<file path="config.mk">
export PLATFORM = sky130hd
export DESIGN_NAME = vrob_top
export DESIGN_NICKNAME = d
export VERILOG_FILES = /design/src/rtl/vrob_pkg.sv /design/src/rtl/vrob_ctrl.sv /design/src/rtl/vrob_slots.sv /design/src/rtl/vrob_top.sv
export SDC_FILE = /design/constraint.sdc
export NUM_CORES = 1
export LEC_CHECK = 0
export BUFFER_PORTS_ARGS = -buffer_cell sky130_fd_sc_hd__buf_2
export CAP_MARGIN = 10
export CORE_MARGIN = 2
export CORE_UTILIZATION = 36
export CTS_CLUSTER_DIAMETER = 40
export DETAILED_ROUTE_END_ITERATION = 10
export PLACE_DENSITY = 0.5
export SYNTH_ARGS = -nofsm -noshare
export SYNTH_HDL_FRONTEND = slang
export SYNTH_SLANG_ARGS = --single-unit
export TNS_END_PERCENT = 50
</file>
<file path="constraint.sdc">
create_clock -name clk -period 8.76 [get_ports clk]
set_input_delay 2.19 -clock clk [delete_from_list [all_inputs] [get_ports clk]]
set_output_delay 2.19 -clock clk [all_outputs]
set_load 0.02 [all_outputs]
</file>
<file path="src/rtl/vrob_pkg.sv">
package vrob_pkg;

    // Occupancy class of the buffer
    typedef enum logic [1:0] {
        OCC_EMPTY = 2'd0,
        OCC_PART  = 2'd1,
        OCC_FULL  = 2'd2
    } occ_e;

endpackage

</file>
<file path="src/rtl/vrob_ctrl.sv">
module vrob_ctrl
    import vrob_pkg::*;
#(
    parameter int DEPTH = 16,
    parameter int IDX_W = 4
) (
    input  logic             clk,
    input  logic             rst_n,
    input  logic             flush,
    input  logic             alloc_req,
    input  logic             head_done,
    output logic             alloc_ok,
    output logic             commit_ok,
    output logic [IDX_W-1:0] head_q,
    output logic [IDX_W-1:0] tail_q,
    output logic             full,
    output logic             empty
);

    localparam int CNT_W = IDX_W + 1;

    occ_e             st_q, st_d;
    logic [CNT_W-1:0] cnt_q, cnt_d;

    function automatic logic [IDX_W-1:0] bump(input logic [IDX_W-1:0] p);
        return (p == IDX_W'(DEPTH - 1)) ? '0 : p + 1'b1;
    endfunction

    // Output process: decode of the state register
    always_comb begin
        full      = (st_q == OCC_FULL);
        empty     = (st_q == OCC_EMPTY);
        alloc_ok  = alloc_req && !full && !flush;
        commit_ok = head_done && !empty && !flush;
    end

    // Next-state logic
    always_comb begin
        cnt_d = cnt_q;
        if (alloc_ok && !commit_ok) begin
            cnt_d = cnt_q + 1'b1;
        end else if (commit_ok && !alloc_ok) begin
            cnt_d = cnt_q - 1'b1;
        end

        st_d = st_q;
        unique case (st_q)
            OCC_EMPTY: begin
                if (alloc_ok) begin
                    st_d = OCC_PART;                          // T_FILL
                end
            end
            OCC_PART: begin
                if (alloc_ok && !commit_ok && cnt_q == CNT_W'(DEPTH - 1)) begin
                    st_d = OCC_FULL;                          // T_TOPUP
                end else if (commit_ok && !alloc_ok && cnt_q == CNT_W'(1)) begin
                    st_d = OCC_EMPTY;                         // T_DRAIN
                end
            end
            OCC_FULL: begin
                if (commit_ok) begin
                    st_d = OCC_PART;                          // T_RELEASE
                end
            end
            default: st_d = OCC_EMPTY;
        endcase
        if (flush) begin
            st_d  = OCC_EMPTY;                                // T_FLUSH
            cnt_d = '0;
        end
    end

    // State register
    always_ff @(posedge clk or negedge rst_n) begin
        if (!rst_n) begin
            st_q   <= OCC_EMPTY;
            cnt_q  <= '0;
            head_q <= '0;
            tail_q <= '0;
        end else begin
            st_q  <= st_d;
            cnt_q <= cnt_d;
            if (flush) begin
                head_q <= '0;
                tail_q <= '0;
            end else begin
                if (commit_ok) head_q <= bump(head_q);
                if (alloc_ok)  tail_q <= bump(tail_q);
            end
        end
    end

endmodule

</file>
<file path="src/rtl/vrob_slots.sv">
module vrob_slots #(
    parameter int DEPTH  = 16,
    parameter int IDX_W  = 4,
    parameter int AREG_W = 5,
    parameter int DATA_W = 32
) (
    input  logic              clk,
    input  logic              rst_n,
    input  logic              flush,
    input  logic              alloc_ok,
    input  logic [IDX_W-1:0]  alloc_idx,
    input  logic [AREG_W-1:0] alloc_areg,
    input  logic              commit_ok,
    input  logic [IDX_W-1:0]  commit_idx,
    input  logic              wb_en,
    input  logic [IDX_W-1:0]  wb_idx,
    input  logic [DATA_W-1:0] wb_data,
    input  logic [IDX_W-1:0]  rd_idx,
    output logic              head_done,
    output logic [AREG_W-1:0] head_areg,
    output logic [DATA_W-1:0] head_data,
    output logic              rd_done,
    output logic [DATA_W-1:0] rd_data
);

    logic [DEPTH-1:0]  live_vec;
    logic [DEPTH-1:0]  fin_vec;
    logic [AREG_W-1:0] areg_arr [DEPTH];
    logic [DATA_W-1:0] val_arr  [DEPTH];

    for (genvar s = 0; s < DEPTH; s++) begin : g_slot
        logic              live_q, fin_q;
        logic [AREG_W-1:0] areg_q;
        logic [DATA_W-1:0] val_q;
        logic              hit_a, hit_c, hit_w;

        assign hit_a = alloc_ok  && (alloc_idx  == IDX_W'(s));
        assign hit_c = commit_ok && (commit_idx == IDX_W'(s));
        assign hit_w = wb_en     && (wb_idx     == IDX_W'(s));

        always_ff @(posedge clk or negedge rst_n) begin
            if (!rst_n) begin
                live_q <= 1'b0;
                fin_q  <= 1'b0;
                areg_q <= '0;
                val_q  <= '0;
            end else if (flush) begin
                live_q <= 1'b0;
                fin_q  <= 1'b0;
            end else if (hit_a) begin
                live_q <= 1'b1;
                fin_q  <= 1'b0;
                areg_q <= alloc_areg;
            end else if (hit_c) begin
                live_q <= 1'b0;
                fin_q  <= 1'b0;
            end else if (hit_w && live_q) begin
                fin_q  <= 1'b1;
                val_q  <= wb_data;
            end
        end

        assign live_vec[s] = live_q;
        assign fin_vec[s]  = fin_q;
        assign areg_arr[s] = areg_q;
        assign val_arr[s]  = val_q;
    end

    always_comb begin
        head_done = live_vec[commit_idx] && fin_vec[commit_idx];
        head_areg = areg_arr[commit_idx];
        head_data = val_arr[commit_idx];
        rd_done   = live_vec[rd_idx] && fin_vec[rd_idx];
        rd_data   = val_arr[rd_idx];
    end

endmodule

</file>
<file path="src/rtl/vrob_top.sv">
module vrob_top #(
    parameter int DEPTH  = 16,
    parameter int AREG_W = 5,
    parameter int DATA_W = 32,
    parameter int IDX_W  = $clog2(DEPTH)
) (
    input  logic              clk,
    input  logic              rst_n,
    input  logic              flush,
    input  logic              alloc_req,
    input  logic [AREG_W-1:0] alloc_areg,
    output logic              alloc_ok,
    output logic [IDX_W-1:0]  alloc_tag,
    output logic              full,
    output logic              empty,
    input  logic              wb_en,
    input  logic [IDX_W-1:0]  wb_tag,
    input  logic [DATA_W-1:0] wb_data,
    input  logic [IDX_W-1:0]  rd_tag,
    output logic              rd_done,
    output logic [DATA_W-1:0] rd_data,
    output logic              cm_en,
    output logic [AREG_W-1:0] cm_areg,
    output logic [DATA_W-1:0] cm_data
);

    logic             head_done;
    logic             commit_ok;
    logic [IDX_W-1:0] head_q;
    logic [IDX_W-1:0] tail_q;

    vrob_ctrl #(
        .DEPTH (DEPTH),
        .IDX_W (IDX_W)
    ) ctrl_i (
        .clk       (clk),
        .rst_n     (rst_n),
        .flush     (flush),
        .alloc_req (alloc_req),
        .head_done (head_done),
        .alloc_ok  (alloc_ok),
        .commit_ok (commit_ok),
        .head_q    (head_q),
        .tail_q    (tail_q),
        .full      (full),
        .empty     (empty)
    );

    vrob_slots #(
        .DEPTH  (DEPTH),
        .IDX_W  (IDX_W),
        .AREG_W (AREG_W),
        .DATA_W (DATA_W)
    ) slots_i (
        .clk        (clk),
        .rst_n      (rst_n),
        .flush      (flush),
        .alloc_ok   (alloc_ok),
        .alloc_idx  (tail_q),
        .alloc_areg (alloc_areg),
        .commit_ok  (commit_ok),
        .commit_idx (head_q),
        .wb_en      (wb_en),
        .wb_idx     (wb_tag),
        .wb_data    (wb_data),
        .rd_idx     (rd_tag),
        .head_done  (head_done),
        .head_areg  (cm_areg),
        .head_data  (cm_data),
        .rd_done    (rd_done),
        .rd_data    (rd_data)
    );

    assign alloc_tag = tail_q;
    assign cm_en     = commit_ok;

endmodule

</file>
==> impl_metrics.env <==
export IMPL_pin_count=128
export IMPL_clkPwrFrac_pct=59.1
export IMPL_n_fill_cell=8179
export IMPL_synthCells=2097
export IMPL_period_minus_slack_ns=6.82
export IMPL_fin_setup_tns_ns=0
export IMPL_placedInstanceArea_sq_um=35300
export IMPL_required_ns=6.57
export IMPL_synth_ff_type="dfrtp_1"
export IMPL_hold_violations=0
export IMPL_max_freq_mhz=147
export IMPL_cp_startpoint="rd_tag[1]"
export IMPL_regArea_sq_um=16000
export IMPL_gp_congestion=0.833
export IMPL_ant_nets=0
export IMPL_hold_path_class="reg2reg"
export IMPL_hp_start="slots_i.g_slot[2].areg_q[1]$_DFFE_PN0P_"
export IMPL_slowest_stage="buf_4"
export IMPL_fin_util_pct=43.3
export IMPL_drive_gt1_share_pct=46.9
export IMPL_ctsResizeCount=0
export IMPL_syn_nets=2159
export IMPL_nNetsFinal=2275
export IMPL_crit_path_start_kind="primary input"
export IMPL_wl_per_cell_um=27.1
export IMPL_p_int_w=0.00651
export IMPL_drcViolationCount=0
export IMPL_swShare_pct=23.3
export IMPL_path_clk_slew_ns=0.05
export IMPL_die_w_um=308
export IMPL_power_switching_w=0.00198
export IMPL_dr_total_vias=20379
export IMPL_drt_iter0_drc=1321
export IMPL_worstPathArrival_ns=4.63
export IMPL_grt_usage_pct=20.7
export IMPL_holdPathEnd="slots_i.g_slot[2].areg_q[1]$_DFFE_PN0P_"
export IMPL_synth_edff_count=0
export IMPL_p_total_w=0.00848
export IMPL_crit_path_max_fanout=69
export IMPL_multi_input_comb_area_sq_um=16600
export IMPL_holdWs_ns=0.498
export IMPL_r2r_start="ctrl_i.head_q[0]$_DFFE_PN0P_"
export IMPL_clkLatencyLatePin_ns=0.71
export IMPL_grt_pass1_vias=22274
export IMPL_seq_area_frac_synth_pct=48.0
export IMPL_grt_overflow_total=0
export IMPL_p_per_area_nw_per_um2=214
export IMPL_dp_hpwl_um=54200
export IMPL_r2r_setup_slack_ns=3.67
export IMPL_avgSynthCellArea_sq_um=15.9
export IMPL_area_growth_pct=19.3
export IMPL_htreeDepth=4
export IMPL_worst_pin_slew_ns=1.16
export IMPL_worstPathCellList="buf_6 > buf_4 > mux4_2 > mux4_2 > buf_2"
export IMPL_ys_types=56
export IMPL_post_route_period_util_pct=77.9
export IMPL_crit_type="in2out"
export IMPL_fin_area_sq_um=39700
export IMPL_cts_tree="built"
export IMPL_fin_skew_ns=0.0275
export IMPL_r2r_end="slots_i.g_slot[6].val_q[31]$_DFFE_PN0P_"
export IMPL_cts_inserted_buffers=130
export IMPL_rsz0062_at_grt="false"
export IMPL_setup_viol=0
export IMPL_start_util_pct=36.3
export IMPL_syn_area_sq_um=33300
export IMPL_wirelength_um=94900
export IMPL_postCtsSetupBuffers=0
export IMPL_clkSinkCount=639
export IMPL_grt_pass1_wl_um=146000
export IMPL_irDropWorstVdd_mv=0.166
export IMPL_p_leak_nw=18.1
export IMPL_ys_warn_count=0
export IMPL_grt_max_degree=157
export IMPL_core_area_sq_um=91700
export IMPL_pwr_share_seq_pct=35.9
export IMPL_max_cap_viol_count=0
export IMPL_crit_top_cell="mux4_2"
export IMPL_slew_viol_final=0
export IMPL_r2r_cells=8
export IMPL_power_frac_comb_pct=5.0
export IMPL_cts_hold_buffers=0
export IMPL_cpPeakStageDelay_ns=0.64
export IMPL_outcome="completed"
export IMPL_via_per_inst=5.81
export IMPL_antenna_found_initial=7
export IMPL_clockBufferDepth=3
export IMPL_async_reset_ff_share_pct=100
export IMPL_clockRootBuffer="clkbuf_16"
export IMPL_ys_seq_elements=639
export IMPL_critPathCaptureType="primary output"
export IMPL_die_h_um=308
export IMPL_rows=111
export IMPL_io_buffers=127
export IMPL_die_area_sq_um=95000
export IMPL_slew_headroom_pct=22.9
export IMPL_first_pass_iters=5
export IMPL_min_path_cells=1
[power groups by stage]
stage	sequential [W]	combinational (W)	clock [W]
after floorplan	0.00308	0.000249	0
after global placement	0.00309	0.000422	0
after detailed placement	0.00309	0.000431	0
after global routing	0.00305	0.000462	0.00528
final	0.00305	0.000423	0.00501
after CTS	0.00305	0.000433	0.00513
[critical path: cells and delay by family]
family	cells	cell delay [ns]
buffers and inverters	3	1.41
multiplexers	2	0.92
[cell type report]
cell class              instances  share of cell area (%)
inverters                      20                   0.189
multi-input cells            1249                    41.8
clock inverters                76                    2.30
diodes                          2                  0.0126
clock buffers                 161                    8.94
repair buffers                173                    2.73
well taps                    1186                    3.73
flip-flops and latches        639                    40.3
[registers in the layout (all words and copies together), names as in the netlist]
register               count
ctrl_i.cnt_q               5
ctrl_i.head_q              4
ctrl_i.st_q                2
ctrl_i.tail_q              4
slots_i.g_slot.areg_q     80
slots_i.g_slot.fin_q      16
slots_i.g_slot.live_q     16
slots_i.g_slot.val_q     512
[worst max-delay path by stage]
stage,cells after the start,end,slack [ns]
2_1_floorplan,4,rd_data[12],2.46
3_3_place_gp,5,rd_data[14],2.03
3_5_place_dp,5,rd_data[14],1.98
4_1_cts,5,rd_data[14],1.99
5_1_grt,5,rd_data[14],1.92
6_report,5,rd_data[14],1.94
[stage by stage]
stage,instances,worst slack (ns)
final,3506,1.94
after global routing,3505,1.92
after CTS,3504,1.99
after detailed placement,3267,1.98
after global placement,3267,2.03
after floorplan,2097,2.46
[metal layers]
layer | share of wire, % | vias up | track usage, %
li1 | - | 8506 | -
met1 | 45 | 11146 | 28.5
met2 | 47 | 551 | 32.9
met3 | 5.0 | 172 | 4.36
met4 | 2.5 | 4 | 6.48
met5 | 0.023 | - | 0
[synthesized netlist by cell type (all sizes together), types with 2 or more instances]
library cell	count	area, sq um
dfrtp	639	16000
mux2	595	6700
mux4	345	7770
buf	98	473
clkbuf	91	342
nand2	39	146
nor2	27	104
a31oi	26	163
o21ai	26	130
nand2b	22	138
a21oi	20	100
inv	20	75.1
nor3	20	105
nand3	14	70.1
ha	12	150
nand4	12	75.1
nor3b	11	82.6
nor2b	10	62.6
a2111oi	7	80.1
a211oi	6	45.0
a311oi	6	52.6
and3	6	37.5
mux2i	5	50.1
nor4	5	56.3
and3b	4	35.0
o211ai	3	22.5
o31ai	3	46.3
xnor2	3	26.3
a211o	2	17.5
a32o	2	21.3
a32oi	2	17.5
and2	2	12.5
nor4bb	2	20.0
or2	2	12.5
or3	2	12.5
[placed cells by master, fill, tap and decap left out, drive strengths merged, types with 6 or more instances in the layout]
| cell | n |
|---|---|
| dfrtp | 639 |
| mux2 | 595 |
| mux4 | 345 |
| buf | 173 |
| clkbuf | 161 |
| nand2 | 39 |
| inv | 33 |
| clkinv | 28 |
| nor2 | 27 |
| o21ai | 26 |
| a31oi | 26 |
| nand2b | 22 |
| clkinvlp | 20 |
| nor3 | 20 |
| a21oi | 20 |
| bufinv | 15 |
| nand3 | 14 |
| nand4 | 12 |
| ha | 12 |
| nor3b | 11 |
| nor2b | 10 |
| a2111oi | 7 |
| and3 | 6 |
| a311oi | 6 |
| a211oi | 6 |
[logic make-up after synthesis]
logic type,share of synthesized area (%)
xor gates and xnor gates,0.105
muxes,43.6
DFF,48.0
and+or+nand+nor,2.93
buffers and inverters,2.67
adders and majority gates,0.451
AOI/OAI and AO/OA,2.25
(Power assumes the default switching activity.)
